## src/rtl/burst_addr_pkg.sv

```systemverilog
// Package: shared types for the burst address sequencer.
// Assumes: a single order strap bit; encoding is fixed below.
package burst_addr_pkg;
    // Burst stepping order, as seen on the mode_ilv pin.
    typedef enum logic {
        ORDER_LINEAR      = 1'b0,
        ORDER_INTERLEAVED = 1'b1
    } burst_order_e;
endpackage

```

## src/rtl/burst_base_reg.sv

```systemverilog
// Module: burst_base_reg
// Holds the base address captured on a selected load cycle.
// Assumes: load_sel is already qualified by clock enable.
module burst_base_reg #(
    parameter int ADDR_W = 18
) (
    input  logic              clk,
    input  logic              rst_n,
    input  logic              load_sel,
    input  logic [ADDR_W-1:0] addr_in,
    output logic [ADDR_W-1:0] base_q
);
    // Capture the external address on a selected load, else hold.
    always_ff @(posedge clk) begin
        if (!rst_n) begin
            base_q <= '0;
        end else if (load_sel) begin
            base_q <= addr_in;
        end
    end
endmodule

```

## src/rtl/burst_beat_ctr.sv

```systemverilog
// Module: burst_beat_ctr
// Counts beats since the last selected load, modulo 2**CNT_W, and tracks
// whether the sequencer is armed (selected load seen since the last deselect).
// Assumes: all control inputs are already qualified by clock enable.
module burst_beat_ctr #(
    parameter int CNT_W = 2
) (
    input  logic             clk,
    input  logic             rst_n,
    input  logic             load_sel,
    input  logic             deselect,
    input  logic             step,
    output logic [CNT_W-1:0] beat_q,
    output logic             armed_q
);
    // Restart on a selected load, disarm on deselect, step only when armed.
    always_ff @(posedge clk) begin
        if (!rst_n) begin
            beat_q  <= '0;
            armed_q <= 1'b0;
        end else if (load_sel) begin
            beat_q  <= '0;
            armed_q <= 1'b1;
        end else if (deselect) begin
            armed_q <= 1'b0;
        end else if (step && armed_q) begin
            beat_q  <= beat_q + 1'b1;
        end
    end
endmodule

```

## src/rtl/burst_order_map.sv

```systemverilog
// Module: burst_order_map
// Maps base low bits and beat count to the effective low bits in the
// selected order. Purely combinational.
// Assumes: wrap-around is modulo 2**CNT_W in both orders.
module burst_order_map #(
    parameter int CNT_W = 2
) (
    input  burst_addr_pkg::burst_order_e order,
    input  logic [CNT_W-1:0]             base_lo,
    input  logic [CNT_W-1:0]             beat,
    output logic [CNT_W-1:0]             eff_lo
);
    logic [CNT_W-1:0] lin_lo;
    logic [CNT_W-1:0] ilv_lo;

    // Linear order: add beat to base and drop the carry out.
    always_comb begin
        lin_lo = base_lo + beat;
    end

    // Interleaved order: each bit is flipped by the matching beat bit.
    for (genvar i = 0; i < CNT_W; i++) begin : g_ilv
        assign ilv_lo[i] = base_lo[i] ^ beat[i];
    end

    // Select the order named by the strap.
    always_comb begin
        eff_lo = (order == burst_addr_pkg::ORDER_INTERLEAVED) ? ilv_lo : lin_lo;
    end
endmodule

```

## src/rtl/burst_addr_gen.sv

```systemverilog
// Module: burst_addr_gen (top)
// Burst address sequencer: loads a base address, then steps the low CNT_W
// bits in linear or interleaved order; upper bits come from the base.
// Assumes: mode_ilv is a static strap, sampled on every rising edge.
module burst_addr_gen #(
    parameter int ADDR_W = 18,
    parameter int CNT_W  = 2
) (
    input  logic              clk,
    input  logic              rst_n,
    input  logic              clk_en,
    input  logic              advance,
    input  logic              sel,
    input  logic              mode_ilv,
    input  logic [ADDR_W-1:0] addr_in,
    output logic [ADDR_W-1:0] addr_out
);
    import burst_addr_pkg::*;

    localparam int HI_W = ADDR_W - CNT_W;

    logic                 load_sel;
    logic                 deselect;
    logic                 step;
    logic [ADDR_W-1:0]    base_q;
    logic [CNT_W-1:0]     beat_q;
    logic                 armed_q;
    logic [CNT_W-1:0]     eff_lo;
    burst_order_e         order_q;

    // Decode the qualified cycle type from clock enable and advance/load.
    always_comb begin
        load_sel = clk_en && !advance && sel;
        deselect = clk_en && !advance && !sel;
        step     = clk_en && advance;
    end

    // Track the order strap on every edge, reset included.
    always_ff @(posedge clk) begin
        order_q <= burst_order_e'(mode_ilv);
    end

    burst_base_reg #(
        .ADDR_W (ADDR_W)
    ) u_base (
        .clk      (clk),
        .rst_n    (rst_n),
        .load_sel (load_sel),
        .addr_in  (addr_in),
        .base_q   (base_q)
    );

    burst_beat_ctr #(
        .CNT_W (CNT_W)
    ) u_beat (
        .clk      (clk),
        .rst_n    (rst_n),
        .load_sel (load_sel),
        .deselect (deselect),
        .step     (step),
        .beat_q   (beat_q),
        .armed_q  (armed_q)
    );

    burst_order_map #(
        .CNT_W (CNT_W)
    ) u_map (
        .order   (order_q),
        .base_lo (base_q[CNT_W-1:0]),
        .beat    (beat_q),
        .eff_lo  (eff_lo)
    );

    // Join the held upper bits with the mapped low bits.
    always_comb begin
        addr_out = {base_q[ADDR_W-1:CNT_W], eff_lo};
    end

    // armed_q only gates stepping inside the counter.
    logic unused_armed;
    always_comb begin
        unused_armed = armed_q;
    end

    logic [HI_W-1:0] unused_hi_w;
    always_comb begin
        unused_hi_w = '0;
    end
endmodule

```

## config.mk

```make
export PLATFORM = sky130hd
export DESIGN_NAME = burst_addr_gen
export DESIGN_NICKNAME = d
export VERILOG_FILES = /design/src/rtl/burst_addr_pkg.sv /design/src/rtl/burst_base_reg.sv /design/src/rtl/burst_beat_ctr.sv /design/src/rtl/burst_order_map.sv /design/src/rtl/burst_addr_gen.sv
export SDC_FILE = /design/constraint.sdc
export NUM_CORES = 1
export LEC_CHECK = 0
export ABC_AREA = 1
export BUFFER_PORTS_ARGS = -buffer_cell sky130_fd_sc_hd__buf_4
export CORE_MARGIN = 2
export CORE_UTILIZATION = 52
export CTS_BUF_LIST = sky130_fd_sc_hd__clkbuf_4
export CTS_CLUSTER_SIZE = 30
export DETAILED_ROUTE_END_ITERATION = 6
export PLACE_DENSITY = 0.83
export SLEW_MARGIN = 20
export SYNTH_ARGS = -nofsm -noshare
export SYNTH_HDL_FRONTEND = slang
export SYNTH_HIERARCHICAL = 1
export SYNTH_SLANG_ARGS = --single-unit
```

## constraint.sdc

```tcl
create_clock -name clk -period 2.8 [get_ports clk]
set_clock_uncertainty 0.1 [all_clocks]
set_input_delay 0.28 -clock clk [delete_from_list [all_inputs] [get_ports clk]]
set_output_delay 0.28 -clock clk [all_outputs]
set_load 0.01 [all_outputs]
```

# == Yosys cells after proc, flatten, opt, wreduce, memory -nomap -nowiden ==
# Cells that the tools add are included.
# totals
register_bits,22
in_bits,24
out_inout_bits,18
wordCells,23
# classes
addsub,2
mux,3
bitwise,4
reduce_logical,10
# op_table
operator,n
1-bit logical AND,5
"2-bit by 1-bit adder with 2-bit output, second input constant",1
2-bit adder,1
1-bit logical NOT,2
1-bit 2-to-1 mux,2
2-bit 2-to-1 mux,1
1-bit inverter,2
2-bit AND reduction,1
2-bit nonzero test,1
2-bit OR reduction,1
1-bit bitwise XOR,2

# == Depth between registers and ports, before layout ==
# logic_depth
word_depth,5
mapped_depth,8
ltp_nobuf,7

# == By module ==
# Netlist, hierarchy kept.
# modules_own_cells
module,n_inst,cells_each,area_each_um2,seq_area_each_um2
burst_base_reg,1,114,758.2,360.3
burst_beat_ctr,1,19,135.1,60.1
burst_order_map,1,15,67.6,0.0
burst_addr_gen,1,8,46.3,20.0

# == Worst setup path after synthesis ==
# Ideal clock, no wire load.
# synth_path
path_kind,input-to-reg
start,input port advance
end,register u_base.base_q[14]
setup_ps,113
t_arrival_ps,928
required_ps,2587
setup_slack_ps,1660
stages,8
n_path_buf,2
cell_sequence,inv_1 > nand2_1 > nor2_1 > buf_6 > buf_6 > nand2_1 > nand2_1 > nor2_1
# synth_between
elab_chain_len,3
# synth_lines
item,line_no,rtl
start: declaration,burst_addr_gen.sv:12,"input logic advance,"
1-bit logical NOT,burst_addr_gen.sv:33,load_sel = clk_en && !advance && sel;
1-bit logical AND (2 in a row),burst_addr_gen.sv:33,
net load_sel,burst_addr_gen.sv:22,logic load_sel;
end signal: assignment,burst_base_reg.sv:18,base_q <= addr_in;
end: declaration,burst_base_reg.sv:11,output logic [ADDR_W-1:0] base_q
# The timed path passes the listed nets, and every way through them passes these cells.
# A chain may end at the register's enable or synchronous reset.

# == Worst setup path in the final report ==
# layout_path
start,register u_beat.beat_q[0]
end,output port addr_out[1]
# layout_between
elab_chain_len,2
# layout_lines
item,line_no,rtl
start: declaration,burst_beat_ctr.sv:13,"output logic [CNT_W-1:0] beat_q,"
start signal: assignment,burst_beat_ctr.sv:27,beat_q <= beat_q + 1'b1;
2-bit adder,burst_order_map.sv:18,lin_lo = base_lo + beat;
2-bit 2-to-1 mux,burst_order_map.sv:28,eff_lo = (order == burst_addr_pkg::ORDER_INTERLEAVED) ? ilv_lo : lin_lo;
end: declaration,burst_addr_gen.sv:16,output logic [ADDR_W-1:0] addr_out
# Every way passes these cells.

==> qor_table.md <==
| Metric | Value | Unit |
|:---|:---|:---|
| Hold WC Path Type | in2reg | - |
| R2R setup slack | 1.84 | ns |
| Total Die Area | 2300 | um^2 |
| Register clock-pin slew on the reported worst setup and hold paths | 0.13 | ns |
| Overall Global Routing Usage | 19.8 | % |
| Seq/Total Area, Yosys | 43.7 | % |
| FF-to-FF path depth | 5 | - |
| Hold EP | u_base/base_q[6] | - |
| Clock tree from TritonCTS | built | - |
| CP Max Fanout | 3 | - |
| Post-Place Cells | 217 | - |
| Post-CTS Setup Repair Bufs | 0 | - |
| Routed vias | 973 | - |
| Post-Route WL | 2.11 | mm |
| MaxCap Viol Count | 0 | - |
| Post-synthesis instance total | 156 | - |
| Hold Path Origin | addr_in[6] | - |
| Dominant cell type by count on the critical path | sky130_fd_sc_hd__inv_1 | - |
| Antenna Cells | 0 | - |
| # DRC | 0 | - |
| Count of pins over their slew limit | 0 | - |
| Source-to-sink clock delay at the later pin of the worst-skew pair | 0.31 | ns |
| Sort of element at the end of the critical path | output port | - |
| Vias per inst | 4.38 | - |
| Detail-routed net length per standard cell | 9.51 | um |
| Detailed route wirelength on metal2 | 1.05 | mm |
| Final count of hold timing violations | 0 | - |
| Clock root buffer master | sky130_fd_sc_hd__clkbuf_4 | - |
| Number of nets at the end of the flow | 223 | - |
| Flop and latch count out of synthesis | 22 | - |
| Worst voltage drop across the vdd grid | 0.363 | mV |
| Die extent in x | 48.0 | um |
| Starting Density | 56.5 | % |
| Antenna violations before repair | 0 | - |
| H-tree depth | 1 | - |
| Arithmetic-cell share of the synthesized area counting full adders, half adders and majority gates | 1.24 | % |
| Data arrival time of the critical path | 1.34 | ns |
| Number of stages on the worst hold path | 5 | - |
| Share of the clock period used by the worst path after layout | 61.3 | % |
| Power Total | 686 | uW |
| Outcome | complete, no violations | - |
| Number of clock sinks seen by CTS | 22 | - |
| Headroom to the max-slew limit | 76.4 | % |
| Multiplexer share of the synthesized area | 0 | % |
| Type of the worst setup path | reg2out | - |
| Chip Height | 48.0 | um |
| Mean area per synthesized cell | 6.46 | um^2 |
| Number of buffers added by the clock tree synthesis step | 3 | - |
| Number of global-route vias before repair | 786 | - |
| Largest net degree at the start of global routing | 39 | - |
| Post-synth cell types | 11 | - |
| Area Growth Syn to Fin | 34.9 | % |
| Leakage power of the design | 0.762 | nW |
| Final TNS setup | 0 | ns |
| HPWL Detailed | 1.45 | mm |
| DRT Pass-1 Iters | 4 | - |
| Port Buffer Count | 41 | - |
| Number of top-level pins | 42 | - |
| Worst reg2reg path startpoint | u_beat/beat_q[0] | - |
| Final count of negative-setup-slack endpoints | 0 | - |
| Drt first-iter violations | 22 | - |
| Period minus WS final | 1.72 | ns |
| Tightest Pin Transition | 0.354 | ns |
| Maximum clock rate | 583 | MHz |
| Dominant combinational cell family by area after synthesis | simple AND/OR/NAND/NOR gates | - |
| Wire length of the first global-routing pass | 3.19 | mm |
| Fraction of the mapped netlist area in compound gates | 1.37 | % |
| Net count after synthesis | 181 | - |
| Crit-path cells | ha_1, inv_1, nor2_1, nand3_1, nand2_1, inv_1, buf_4 | - |
| Synthesized-area fraction occupied by and/or/nand/nor cells | 36.9 | % |
| Sort of element at the start of the critical path | flop | - |
| Uppermost signal routing layer after detailed routing | met4 | - |
| Yosys Warn Count | 6 | - |
| Number of antenna-violating nets in the routed design | 0 | - |
| RSZ-0062 raised after global routing | false | - |
| Area of the placeable core | 1780 | um^2 |
| Fraction of synthesized cell area in xor and xnor cells | 0 | % |
| Maximum buffer depth of the clock tree | 2 | - |
| Finished Layout Cells | 222 | - |
| Required time of the worst setup path | 2.42 | ns |
| Wire length on met1 | 903 | um |
| Fraction of layout instances using a drive strength above 1 | 24.9 | % |
| Fill cell total of the finished layout | 133 | - |
| Slowest-stage cell, CP | sky130_fd_sc_hd__dfxtp_1 | - |
| Sum of met3 wire segment lengths after detailed routing | 149 | um |
| Post-synthesis cell area | 1010 | um^2 |
| Routability-driven placement congestion ratio | 0.688 | - |
| Ratio of total power to cell area | 504 | nW/um^2 |
| Cell Rows | 15 | - |
| GR Overflow Total | 0 | - |
| Delay of the slowest critical-path stage | 0.40 | ns |
| Worst flop-to-flop path endpoint | u_beat/beat_q[0] | - |
[registers in the layout, indices dropped and copies added (netlist names)]
name            cells
order_q             1
u_base/base_q      18
u_beat/armed_q      1
u_beat/beat_q       2
[synth_stat cells]
cell	n	area, um^2
sky130_fd_sc_hd__a21oi_1	1	5.00
sky130_fd_sc_hd__a21oi_2	1	8.76
sky130_fd_sc_hd__buf_4	2	15.0
sky130_fd_sc_hd__buf_6	4	45.0
sky130_fd_sc_hd__dfxtp_1	22	440
sky130_fd_sc_hd__ha_1	1	12.5
sky130_fd_sc_hd__inv_1	29	109
sky130_fd_sc_hd__nand2_1	48	180
sky130_fd_sc_hd__nand3_1	3	15.0
sky130_fd_sc_hd__nor2_1	44	165
sky130_fd_sc_hd__nor2_4	1	11.3
[final cells by class]
type                    instances  area, um^2  share of cell area [%]
clock buffers                   3        22.5                    1.66
clock inverters                 1        30.0                    2.21
inverters                      29         109                    8.01
multi-input cells              99         400                    29.5
flip-flops and latches         22         440                    32.4
well taps                      25        31.3                    2.30
repair buffers                 43         325                    23.9
[critical path, delay by kind of cell, from the launching register on]
kind / cells / cell delay (ns)
adders and majority gates: 1 / 0.20
and+or+nand+nor: 3 / 0.21
buffers and inverters: 3 / 0.21
DFF: 1 / 0.40
[repair_timing]
action                                 CTS  global route
endpoints found under the hold margin    1             0
resized for setup                        0             0
hold buffers                             1             0
[per-layer routing]
metal  GRT usage (%)  vias to the layer above
met5               0                        -
met3            3.77                        2
met4            6.49                        0
met1            24.4                      415
li1                -                      521
met2            34.4                       35
[cells by family (layout without fill, tap and decap cells)]
group                    Yosys count  in the layout
AND/OR/NAND/NOR                   96             96
buffers and inverters             35             76
flip-flops                        22             22
AO/OA/AOI/OAI                      2              2
adder cells (fa/ha/maj)            1              1
[worst max-delay path by stage]
| stage | end | start | cells past startpoint | slack [ns] |
|---|---|---|---|---|
| 5_1_grt | addr_out[1] | u_beat/beat_q[0] | 7 | 0.97 |
| 2_1_floorplan | u_base/base_q[14] | advance | 8 | 1.66 |
| 3_5_place_dp | u_beat/beat_q[0] | advance | 8 | 1.44 |
| 4_1_cts | addr_out[1] | u_beat/beat_q[0] | 7 | 1.07 |
| 6_report | addr_out[1] | u_beat/beat_q[0] | 7 | 1.08 |
| 3_3_place_gp | u_beat/beat_q[0] | advance | 8 | 1.48 |
[power breakdown]
group          leakage (nW)  total [mW]  switching (mW)  internal [mW]
registers             0.180       0.336         0.00795          0.328
logic                 0.554       0.105          0.0497         0.0550
clock network        0.0279       0.245           0.100          0.145
[metrics by stage]
step | cell area [um^2] | setup slack, ns | hold slack [ns] | utilization (%)
after global routing | 1360 | 0.966 | 0.163 | 76.2
after CTS | 1360 | 1.07 | 0.149 | 76.2
after floorplan | 1010 | 1.66 | 0.208 | -
after detailed placement | 1300 | 1.44 | 0.286 | 72.7
final | 1360 | 1.08 | 0.149 | 76.2
after global placement | 1300 | 1.48 | 0.284 | 72.7
[placed cells by master, fill, tap and decap left out]
master | Yosys | layout
sky130_fd_sc_hd__a21oi_1 | 1 | 1
sky130_fd_sc_hd__ha_1 | 1 | 1
sky130_fd_sc_hd__dfxtp_1 | 22 | 22
sky130_fd_sc_hd__nand2_1 | 48 | 48
sky130_fd_sc_hd__buf_4 | 2 | 42
sky130_fd_sc_hd__dlygate4sd3_1 | 0 | 1
sky130_fd_sc_hd__nor2_1 | 44 | 43
sky130_fd_sc_hd__inv_1 | 29 | 29
sky130_fd_sc_hd__nor2_2 | 0 | 1
sky130_fd_sc_hd__a21oi_2 | 1 | 1
sky130_fd_sc_hd__nand3_1 | 3 | 3
sky130_fd_sc_hd__nor2_4 | 1 | 1
sky130_fd_sc_hd__clkbuf_4 | 0 | 3
sky130_fd_sc_hd__bufinv_16 | 0 | 1
No activity file was read; power rests on OpenSTA's default activity.
